--- src/rtl/vxt_pkg.sv ---
package vxt_pkg;

    typedef enum logic [2:0] {
        ST_IDLE,
        ST_V1_LEAD,
        ST_GAP_A,
        ST_V2,
        ST_GAP_B,
        ST_V1_TRAIL,
        ST_DONE
    } seq_state_e;

    typedef struct packed {
        logic phi1;
        logic phi2;
        logic done;
        logic busy;
    } phase_out_t;

    function automatic int unsigned max2(input int unsigned a, input int unsigned b);
        return (a > b) ? a : b;
    endfunction

endpackage

--- src/rtl/vxt_ripple_div.sv ---
module vxt_ripple_div #(
    parameter int unsigned STAGES      = 14,
    parameter int unsigned RATE_STAGES = 7
) (
    input  logic                   clk,
    input  logic                   rst,
    output logic [RATE_STAGES-1:0] taps
);
    logic [STAGES-1:0] count_q;

    always_ff @(posedge clk) begin
        if (rst) count_q <= '0;
        else     count_q <= count_q + 1'b1;
    end

    assign taps = count_q[STAGES-1 -: RATE_STAGES];


    div_step_chk: assert property (@(posedge clk) disable iff (rst)
        !$past(rst) |-> count_q == $past(count_q) + 1'b1);

endmodule

--- src/rtl/vxt_trig_select.sv ---
module vxt_trig_select #(
    parameter int unsigned RATE_STAGES = 7,
    parameter int unsigned CODE_W      = 3
) (
    input  logic                   clk,
    input  logic                   rst,
    input  logic [RATE_STAGES-1:0] taps,
    input  logic [CODE_W-1:0]      range_code,
    input  logic                   soft_strobe,
    output logic                   trig
);
    logic [RATE_STAGES:0] cand;
    logic                 tap_sel;
    logic                 tap_prev_q;

    assign cand    = {taps, 1'b0};
    assign tap_sel = cand[range_code];

    always_ff @(posedge clk) begin
        if (rst) tap_prev_q <= 1'b0;
        else     tap_prev_q <= tap_sel;
    end

    always_comb begin
        if (range_code == '0) trig = soft_strobe;
        else                  trig = tap_sel & ~tap_prev_q;
    end


    tick_isolated_chk: assert property (@(posedge clk) disable iff (rst)
        (range_code != '0 && trig) ##1 (range_code == $past(range_code)) |-> !trig);

endmodule

--- src/rtl/vxt_phase_seq.sv ---
module vxt_phase_seq
    import vxt_pkg::*;
#(
    parameter int unsigned PULSE_CYC = 4,
    parameter int unsigned GAP_CYC   = 2
) (
    input  logic       clk,
    input  logic       rst,
    input  logic       trig,
    output phase_out_t outs
);
    localparam int unsigned LONGEST = max2(PULSE_CYC, GAP_CYC);
    localparam int unsigned TMR_W   = (LONGEST > 1) ? $clog2(LONGEST) : 1;
    localparam logic [TMR_W-1:0] PULSE_LD = TMR_W'(PULSE_CYC - 1);
    localparam logic [TMR_W-1:0] GAP_LD   = TMR_W'(GAP_CYC - 1);

    seq_state_e       state_q, state_d;
    logic [TMR_W-1:0] tmr_q, tmr_d;
    logic             expired;

    assign expired = (tmr_q == '0);

    always_comb begin
        state_d = state_q;
        tmr_d   = expired ? '0 : tmr_q - 1'b1;
        case (state_q)
            ST_IDLE:     if (trig) begin state_d = ST_V1_LEAD;  tmr_d = PULSE_LD; end
            ST_V1_LEAD:  if (expired) begin state_d = ST_GAP_A;    tmr_d = GAP_LD;   end
            ST_GAP_A:    if (expired) begin state_d = ST_V2;       tmr_d = PULSE_LD; end
            ST_V2:       if (expired) begin state_d = ST_GAP_B;    tmr_d = GAP_LD;   end
            ST_GAP_B:    if (expired) begin state_d = ST_V1_TRAIL; tmr_d = PULSE_LD; end
            ST_V1_TRAIL: if (expired) begin state_d = ST_DONE;     tmr_d = '0;       end
            ST_DONE:     state_d = ST_IDLE;
            default:     state_d = ST_IDLE;
        endcase
    end

    always_ff @(posedge clk) begin
        if (rst) begin
            state_q <= ST_IDLE;
            tmr_q   <= '0;
        end else begin
            state_q <= state_d;
            tmr_q   <= tmr_d;
        end
    end

    always_comb begin
        outs.phi1 = (state_q == ST_V1_LEAD) || (state_q == ST_V1_TRAIL);
        outs.phi2 = (state_q == ST_V2);
        outs.done = (state_q == ST_DONE);
        outs.busy = (state_q != ST_IDLE);
    end


    phase_overlap_chk: assert property (@(posedge clk) disable iff (rst)
        !(outs.phi1 && outs.phi2));


    phi2_gap_chk: assert property (@(posedge clk) disable iff (rst)
        $rose(outs.phi2) |-> !$past(outs.phi1));


    done_single_chk: assert property (@(posedge clk) disable iff (rst)
        outs.done |=> !outs.done);


    done_after_phi1_chk: assert property (@(posedge clk) disable iff (rst)
        outs.done |-> $past(outs.phi1));


    busy_hold_chk: assert property (@(posedge clk) disable iff (rst)
        (outs.busy && !outs.done) |=> outs.busy);

endmodule

--- src/rtl/vxfer_timer.sv ---
module vxfer_timer
    import vxt_pkg::*;
#(
    parameter int unsigned STAGES      = 14,
    parameter int unsigned RATE_STAGES = 7,
    parameter int unsigned PULSE_CYC   = 4,
    parameter int unsigned GAP_CYC     = 2
) (
    input  logic       clk,
    input  logic       rst,
    input  logic [2:0] range_code,
    input  logic       soft_strobe,
    output logic       phi1,
    output logic       phi2,
    output logic       xfer_done,
    output logic       busy
);
    localparam int unsigned CODE_W = $clog2(RATE_STAGES + 1);

    logic [RATE_STAGES-1:0] taps;
    logic                   trig;
    phase_out_t             outs;

    vxt_ripple_div #(
        .STAGES      (STAGES),
        .RATE_STAGES (RATE_STAGES)
    ) u_div (
        .clk  (clk),
        .rst  (rst),
        .taps (taps)
    );

    vxt_trig_select #(
        .RATE_STAGES (RATE_STAGES),
        .CODE_W      (CODE_W)
    ) u_trig (
        .clk         (clk),
        .rst         (rst),
        .taps        (taps),
        .range_code  (CODE_W'(range_code)),
        .soft_strobe (soft_strobe),
        .trig        (trig)
    );

    vxt_phase_seq #(
        .PULSE_CYC (PULSE_CYC),
        .GAP_CYC   (GAP_CYC)
    ) u_seq (
        .clk  (clk),
        .rst  (rst),
        .trig (trig),
        .outs (outs)
    );

    assign phi1      = outs.phi1;
    assign phi2      = outs.phi2;
    assign xfer_done = outs.done;
    assign busy      = outs.busy;

endmodule

--- config.mk ---
export PLATFORM = sky130hd
export DESIGN_NAME = vxfer_timer
export DESIGN_NICKNAME = d
export VERILOG_FILES = /design/src/rtl/vxt_pkg.sv /design/src/rtl/vxt_ripple_div.sv /design/src/rtl/vxt_trig_select.sv /design/src/rtl/vxt_phase_seq.sv /design/src/rtl/vxfer_timer.sv
export SDC_FILE = /design/constraint.sdc
export NUM_CORES = 1
export LEC_CHECK = 0
export BUFFER_PORTS_ARGS = -buffer_cell sky130_fd_sc_hd__buf_2
export CORE_MARGIN = 5
export CORE_UTILIZATION = 45
export DETAILED_ROUTE_END_ITERATION = 10
export GPL_ROUTABILITY_DRIVEN = 0
export HOLD_SLACK_MARGIN = 0.05
export SKIP_LAST_GASP = 1
export SYNTH_ARGS = -nofsm -noshare
export SYNTH_HDL_FRONTEND = slang
export SYNTH_SLANG_ARGS = --single-unit
export TNS_END_PERCENT = 5
--- constraint.sdc ---
create_clock -name clk -period 3.9 [get_ports clk]
set_input_delay 0 -clock clk [delete_from_list [all_inputs] [get_ports clk]]
set_output_delay 0 -clock clk [all_outputs]
set_load 0.03 [all_outputs]
# [Word-level counts from Yosys, hierarchy flattened]
# Index checks and enable logic that the tools add are counted.
[classes] addsub=2 magnitude_cmp=1 n_eq_ne=12 n_mux=16 bitwise_logic=2 n_reduce_logical=8
[op_table] cell="two-way mux 3 bit" count=6
[op_table] cell="one-hot mux 3 bit (6 select lines)" count=1
[op_table] cell="adder 14 x 1 -> 14 bit (second input constant)" count=1
[op_table] cell="two-way mux 2 bit" count=5
[op_table] cell="inequality test 2 x 1 -> 1 bit (second input constant)" count=5
[op_table] cell="== test 3 bit (second input constant)" count=3
[op_table] cell="one-hot mux 2 bit (4 select lines)" count=1
[op_table] cell="== test 3 x 2 -> 1 bit (second input constant)" count=2
[op_table] cell="logical NOT 3 bit" count=2
[op_table] cell="AND reduction 6 bit" count=1
[op_table] cell="less-than comparator 3 x 4 -> 1 bit (second input constant)" count=1
[op_table] cell="OR reduction 2 bit" count=2
[op_table] cell="binary-select mux 1 bit (select 3 bit)" count=1
[op_table] cell="== test 3 x 1 -> 1 bit (second input constant)" count=1
[op_table] cell="nonzero test 3 bit" count=1
[op_table] cell="logical NOT 2 bit" count=1
[op_table] cell="two-way mux 1 bit" count=2
[op_table] cell="inequality test 2 bit (second input constant)" count=1
[op_table] cell="subtractor 2 x 1 -> 2 bit (second input constant)" count=1
[op_table] cell="bitwise AND 1 bit" count=1
[op_table] cell="logical OR 1 bit" count=1
[op_table] cell="NOT 1 bit" count=1
[totals] regBits=20 output_inout_bits=4 word_cells=45

# [Depth between registers and ports, before layout]
[logic_depth] depth_word=6 mapped_depth=6

# [By module]
# From an unflattened synthesis, not the netlist that was laid out.
[unflattened] hier_cells=133 hier_area_um2=1148.6
[modules_own_cells] module="vxt_ripple_div" instances=1 cells_each=72 area_per_inst_um2=643.1
[modules_own_cells] module="vxt_phase_seq" instances=1 cells_each=48 area_per_inst_um2=389.1
[modules_own_cells] module="vxt_trig_select" instances=1 cells_each=13 area_per_inst_um2=116.4

# [Least setup slack after synthesis]
# OpenSTA, ideal clock, no wires.
[synth_timing] path_type="register -> register" start="register u_seq.tmr_q[0]" end="register u_seq.tmr_q[0]" setup_ns=0.141 arrival_ns=1.337 required_time_ns=3.759 slack_ns=2.422 stages_incl_launch_ff=6 synth_period_minus_slack_ns=1.478 path_cell_list="dfxtp_1 inv_1 ha_1 o311a_1 o32ai_1 a311oi_2"
[synth_between] elab_chain_cells=4 word_cells_on_any_way=8 cone_classes="add/sub (1); mux (6); reduce/logical (1)"
[synth_lines] element="start: declaration" line="vxt_phase_seq.sv:18" text="logic [TMR_W-1:0] tmr_q, tmr_d;"
[synth_lines] element="start signal: assignment" line="vxt_phase_seq.sv:44" text="tmr_q <= tmr_d;"
[synth_lines] element="subtractor 2 x 1 -> 2 bit or logical NOT 2 bit (tied branches)" line="vxt_phase_seq.sv:25, vxt_phase_seq.sv:21"
[synth_lines] element="two-way mux 2 bit" line="vxt_phase_seq.sv:25" text="tmr_d = expired ? '0 : tmr_q - 1'b1;"
[synth_lines] element="two-way mux 2 bit, on equally long branches"
[synth_lines] element="one-hot mux 2 bit (4 select lines) (*)" line="vxt_phase_seq.sv:26" text="case (state_q)"
# Every way passes the cells marked *; elsewhere a longest branch is shown, timed or not.
# A chain may end at the register's enable or synchronous reset.

# [Final worst setup path]
# Same ends and word-level chain as after synthesis.

==> metrics.csv <==
stage,metric,value,unit
cts,Worst-path clk slew,110,ps
timing,Max Slew Vio Count,0,
grt,initial antenna violation count,0,
worst_setup_path,Worst Path Arrival,1800,ps
synth,largest family of logic cells by synthesized area,simple AND/OR/NAND/NOR gates,
detailed_routing,Remaining DRCs,0,
grt,vias in the first global route,755,
worst_setup_path,Crit Path Category,flop to flop,
pwr,PnR Total Power,527.4,uW
timing,count of final setup violators,0,
synth,syn_nets,141,
pwr,Pwr per Cell Area,439.1,nW/um^2
synth,Post-Synthesis Cells,130,
worst_setup_path,WP data required,4070,ps
worst_hold_path,hold path startpoint,rst,
detailed_routing,Post-Route WL,2085,um
cells_and_area,Diodes inserted,0,
floorplanning,Die X,59.58,um
worst_hold_path,Worst Hold Class,input pin to flop,
cts,clk_lat worst skew,290,ps
worst_setup_path,Worst path max stage delay,370,ps
floorplanning,CORE AREA,2410,um^2
detailed_routing,antenna-violating nets left,0,
detailed_routing,initial drt markers,34,
synth,asr flop ratio synth,0,%
cts,CTS Buf Count,3,
worst_setup_path,startpoint types,flop,
synth,adder-cell area share of the yosys netlist,5.656,%
worst_setup_path,crit path from,u_seq.tmr_q[0],
timing,Final Cycle Share,41.73,%
floorplanning,Initial Utilization,45.90,%
synth,#FFs+latches synth,20,
synth,mux share of post-synthesis cell area,2.941,%
timing,TNS Setup,0,ps
cells_and_area,ratio of cells with drive above 1 in the final layout,13.24,%
timing,Clock Skews,5.014,ps
synth,xor/xnor share of the synthesized area,8.710,%
synth,complex-gate fraction of the synthesized area,11.43,%
placed_design,I/O Buffers,9,
worst_setup_path,reg2reg start,u_seq.tmr_q[0],
timing,slew margin rel.,72.36,%
synth,leading area contributor after synthesis,dfxtp_1,
grt,global route overflow,0,
timing,Final min period,1627,ps
grt,GR Util All Layers,12.79,%
floorplanning,Die H,59.58,um
cells_and_area,"commonest non-fill, non-tap cell in the layout",nor2_1,
detailed_routing,detail-routed net length per standard cell,12.56,um
cells_and_area,Filler Cells Inserted,229,
status,status,"finished, final reports clean",
cells_and_area,Nets,148,
cts,H-tree depth,1,
grt,first-pass GRT wire length,3443,um
cts,CTS Sinks,20,
cells_and_area,most frequent cells in the layout,"22 x nor2_1, 20 x dfxtp_1, 9 x xor2_1, 9 x buf_2, 8 x nand2_1",
timing,endpoints failing hold,0,
synth,synthesis warning total,0,
floorplanning,# IOs,10,
synth,Synth Flop Type,dfxtp_1,
flow_run,maxcap violations,0,
detailed_routing,vias,884,
worst_setup_path,Worst Path Max Fanout,5,
pwr,peak supply drop,0.2571,mV
synth,Post-synth EDFFs,0,
worst_setup_path,crit-path leading delay family,compound AO/OA/AOI/OAI gates,
timing,fmax,614.5,MHz
cts,post-CTS sizing,0,
floorplanning,row cnt,18,
cts,clock tree root driver cell,clkbuf_4,
synth,synthesized area,1106,um^2
synth,post-synthesis cell type count,38,
timing,RSZ-0062 raised after global routing,no,
worst_setup_path,Crit-path slowest cell,dfxtp_1,
synth,Yosys top cell area share,36.20,%
cts,CTS tree,yes,
detailed_routing,DR vias/cell,5.325,
worst_setup_path,crit path cell chain,inv_1 > ha_1 > o311a_1 > o32ai_1 > a311oi_2,
pwr,leakage power,0.4758,nW
floorplanning,die area,3549,um^2
timing,worst-margin pin slew,411.4,ps
synth,sequential share of the synthesized area,36.20,%
placed_design,post-detail-place hpwl,1481,um
synth,simple-gate area share of the yosys netlist,31.33,%
synth,Synth area leaders,"dfxtp_1 36%, nor2_1 7.5%, xor2_1 7.1%, ha_1 5.7%, nand4_1 2.8%",
worst_setup_path,CP endpoint kind,flop,
grt,pin count of the biggest net entering global routing,22,
worst_setup_path,CP bufs+invs,1,
synth,Post-Syn Area per Cell,8.508,um^2
detailed_routing,DR pass1 iterations,4,
cts,worst-case clock buffer depth,2,
cells_and_area,Area Overhead vs Synth,8.597,%
[cells in the mapped netlist (2+ instances only)]
cell / instances
xor2_1: 9
and4_1: 2
nand4b_1: 2
nor2b_1: 5
dfxtp_1: 20
nor2_1: 22
o21bai_1: 3
nand2_1: 8
ha_1: 5
nand3_1: 5
nand2b_1: 4
and2_1: 3
buf_2: 3
a21oi_1: 5
xnor2_1: 2
nand4_1: 5
inv_1: 2
clkbuf_1: 4
and3_1: 2
[final timing paths]
path,to,slack (ps),cells past startpoint
min reg2reg,u_div.count_q[0],460,1
max reg2reg,u_seq.tmr_q[0],2270,5
min,u_div.count_q[0],100,2
max,u_seq.tmr_q[0],2270,5
[layout make-up]
cell class / count / area, um^2 / area share (%)
inverter: 2 / 7.507 / 0.6250
sequential: 20 / 400.4 / 33.33
multi-input combinational: 100 / 664.4 / 55.31
timing repair buffer: 10 / 55.05 / 4.583
clock buffer: 4 / 36.28 / 3.021
tap: 30 / 37.54 / 3.125
[worst reg2reg max path, delay by kind of cell, from the launching register on]
kind	cells	cell delay, ps
adder cells (fa/ha/maj)	1	260
buffers and inverters	1	100
AO/OA/AOI/OAI	3	760
flip-flops	1	370
[power breakdown]
part	total (mW)	internal (mW)	switching, mW
Sequential	0.250	0.221	0.0293
Clock	0.118	0.0568	0.0609
Combinational	0.159	0.0692	0.0902
[what timing repair did]
| item | in CTS | in global routing |
|---|---|---|
| endpoints found under the hold margin | 1 | 0 |
| buffers inserted | 0 | 0 |
| hold buffers | 1 | 0 |
[routing by layer]
metal	GRT usage, %	wire length [um]	vias to the layer above
li1	-	-	465
met4	4.747	14	0
met5	0	0	-
met1	18.49	1095	404
met3	2.614	82	2
met2	18.56	893	13
[flip-flops by register name (all words and copies together), names as in the netlist]
register           count
u_seq.tmr_q            2
u_seq.state_q          3
u_div.count_q         14
u_trig.tap_prev_q      1
[per-stage QoR]
step	util [%]	cell area, um^2	cells	hold slack [ps]	setup WS, ps
finish	49.84	1201	166	98.54	2273
CTS	49.84	1201	166	91.09	2273
floorplan	-	1106	130	177.2	2422
global placement	47.92	1155	161	301.5	2363
detailed placement	47.92	1155	161	312.3	2271
global route	49.84	1201	166	101.8	2161
[logic make-up (layout without fill, tap and decap cells)]
group           Yosys count  in the layout
simple gates             65             65
flops                    20             20
compound gates           16             16
xor+xnor                 11             11
buf+inv                  10             16
fa+ha+maj                 5              5
mux                       3              3
Note: power is estimated with default switching activity, not from simulation.
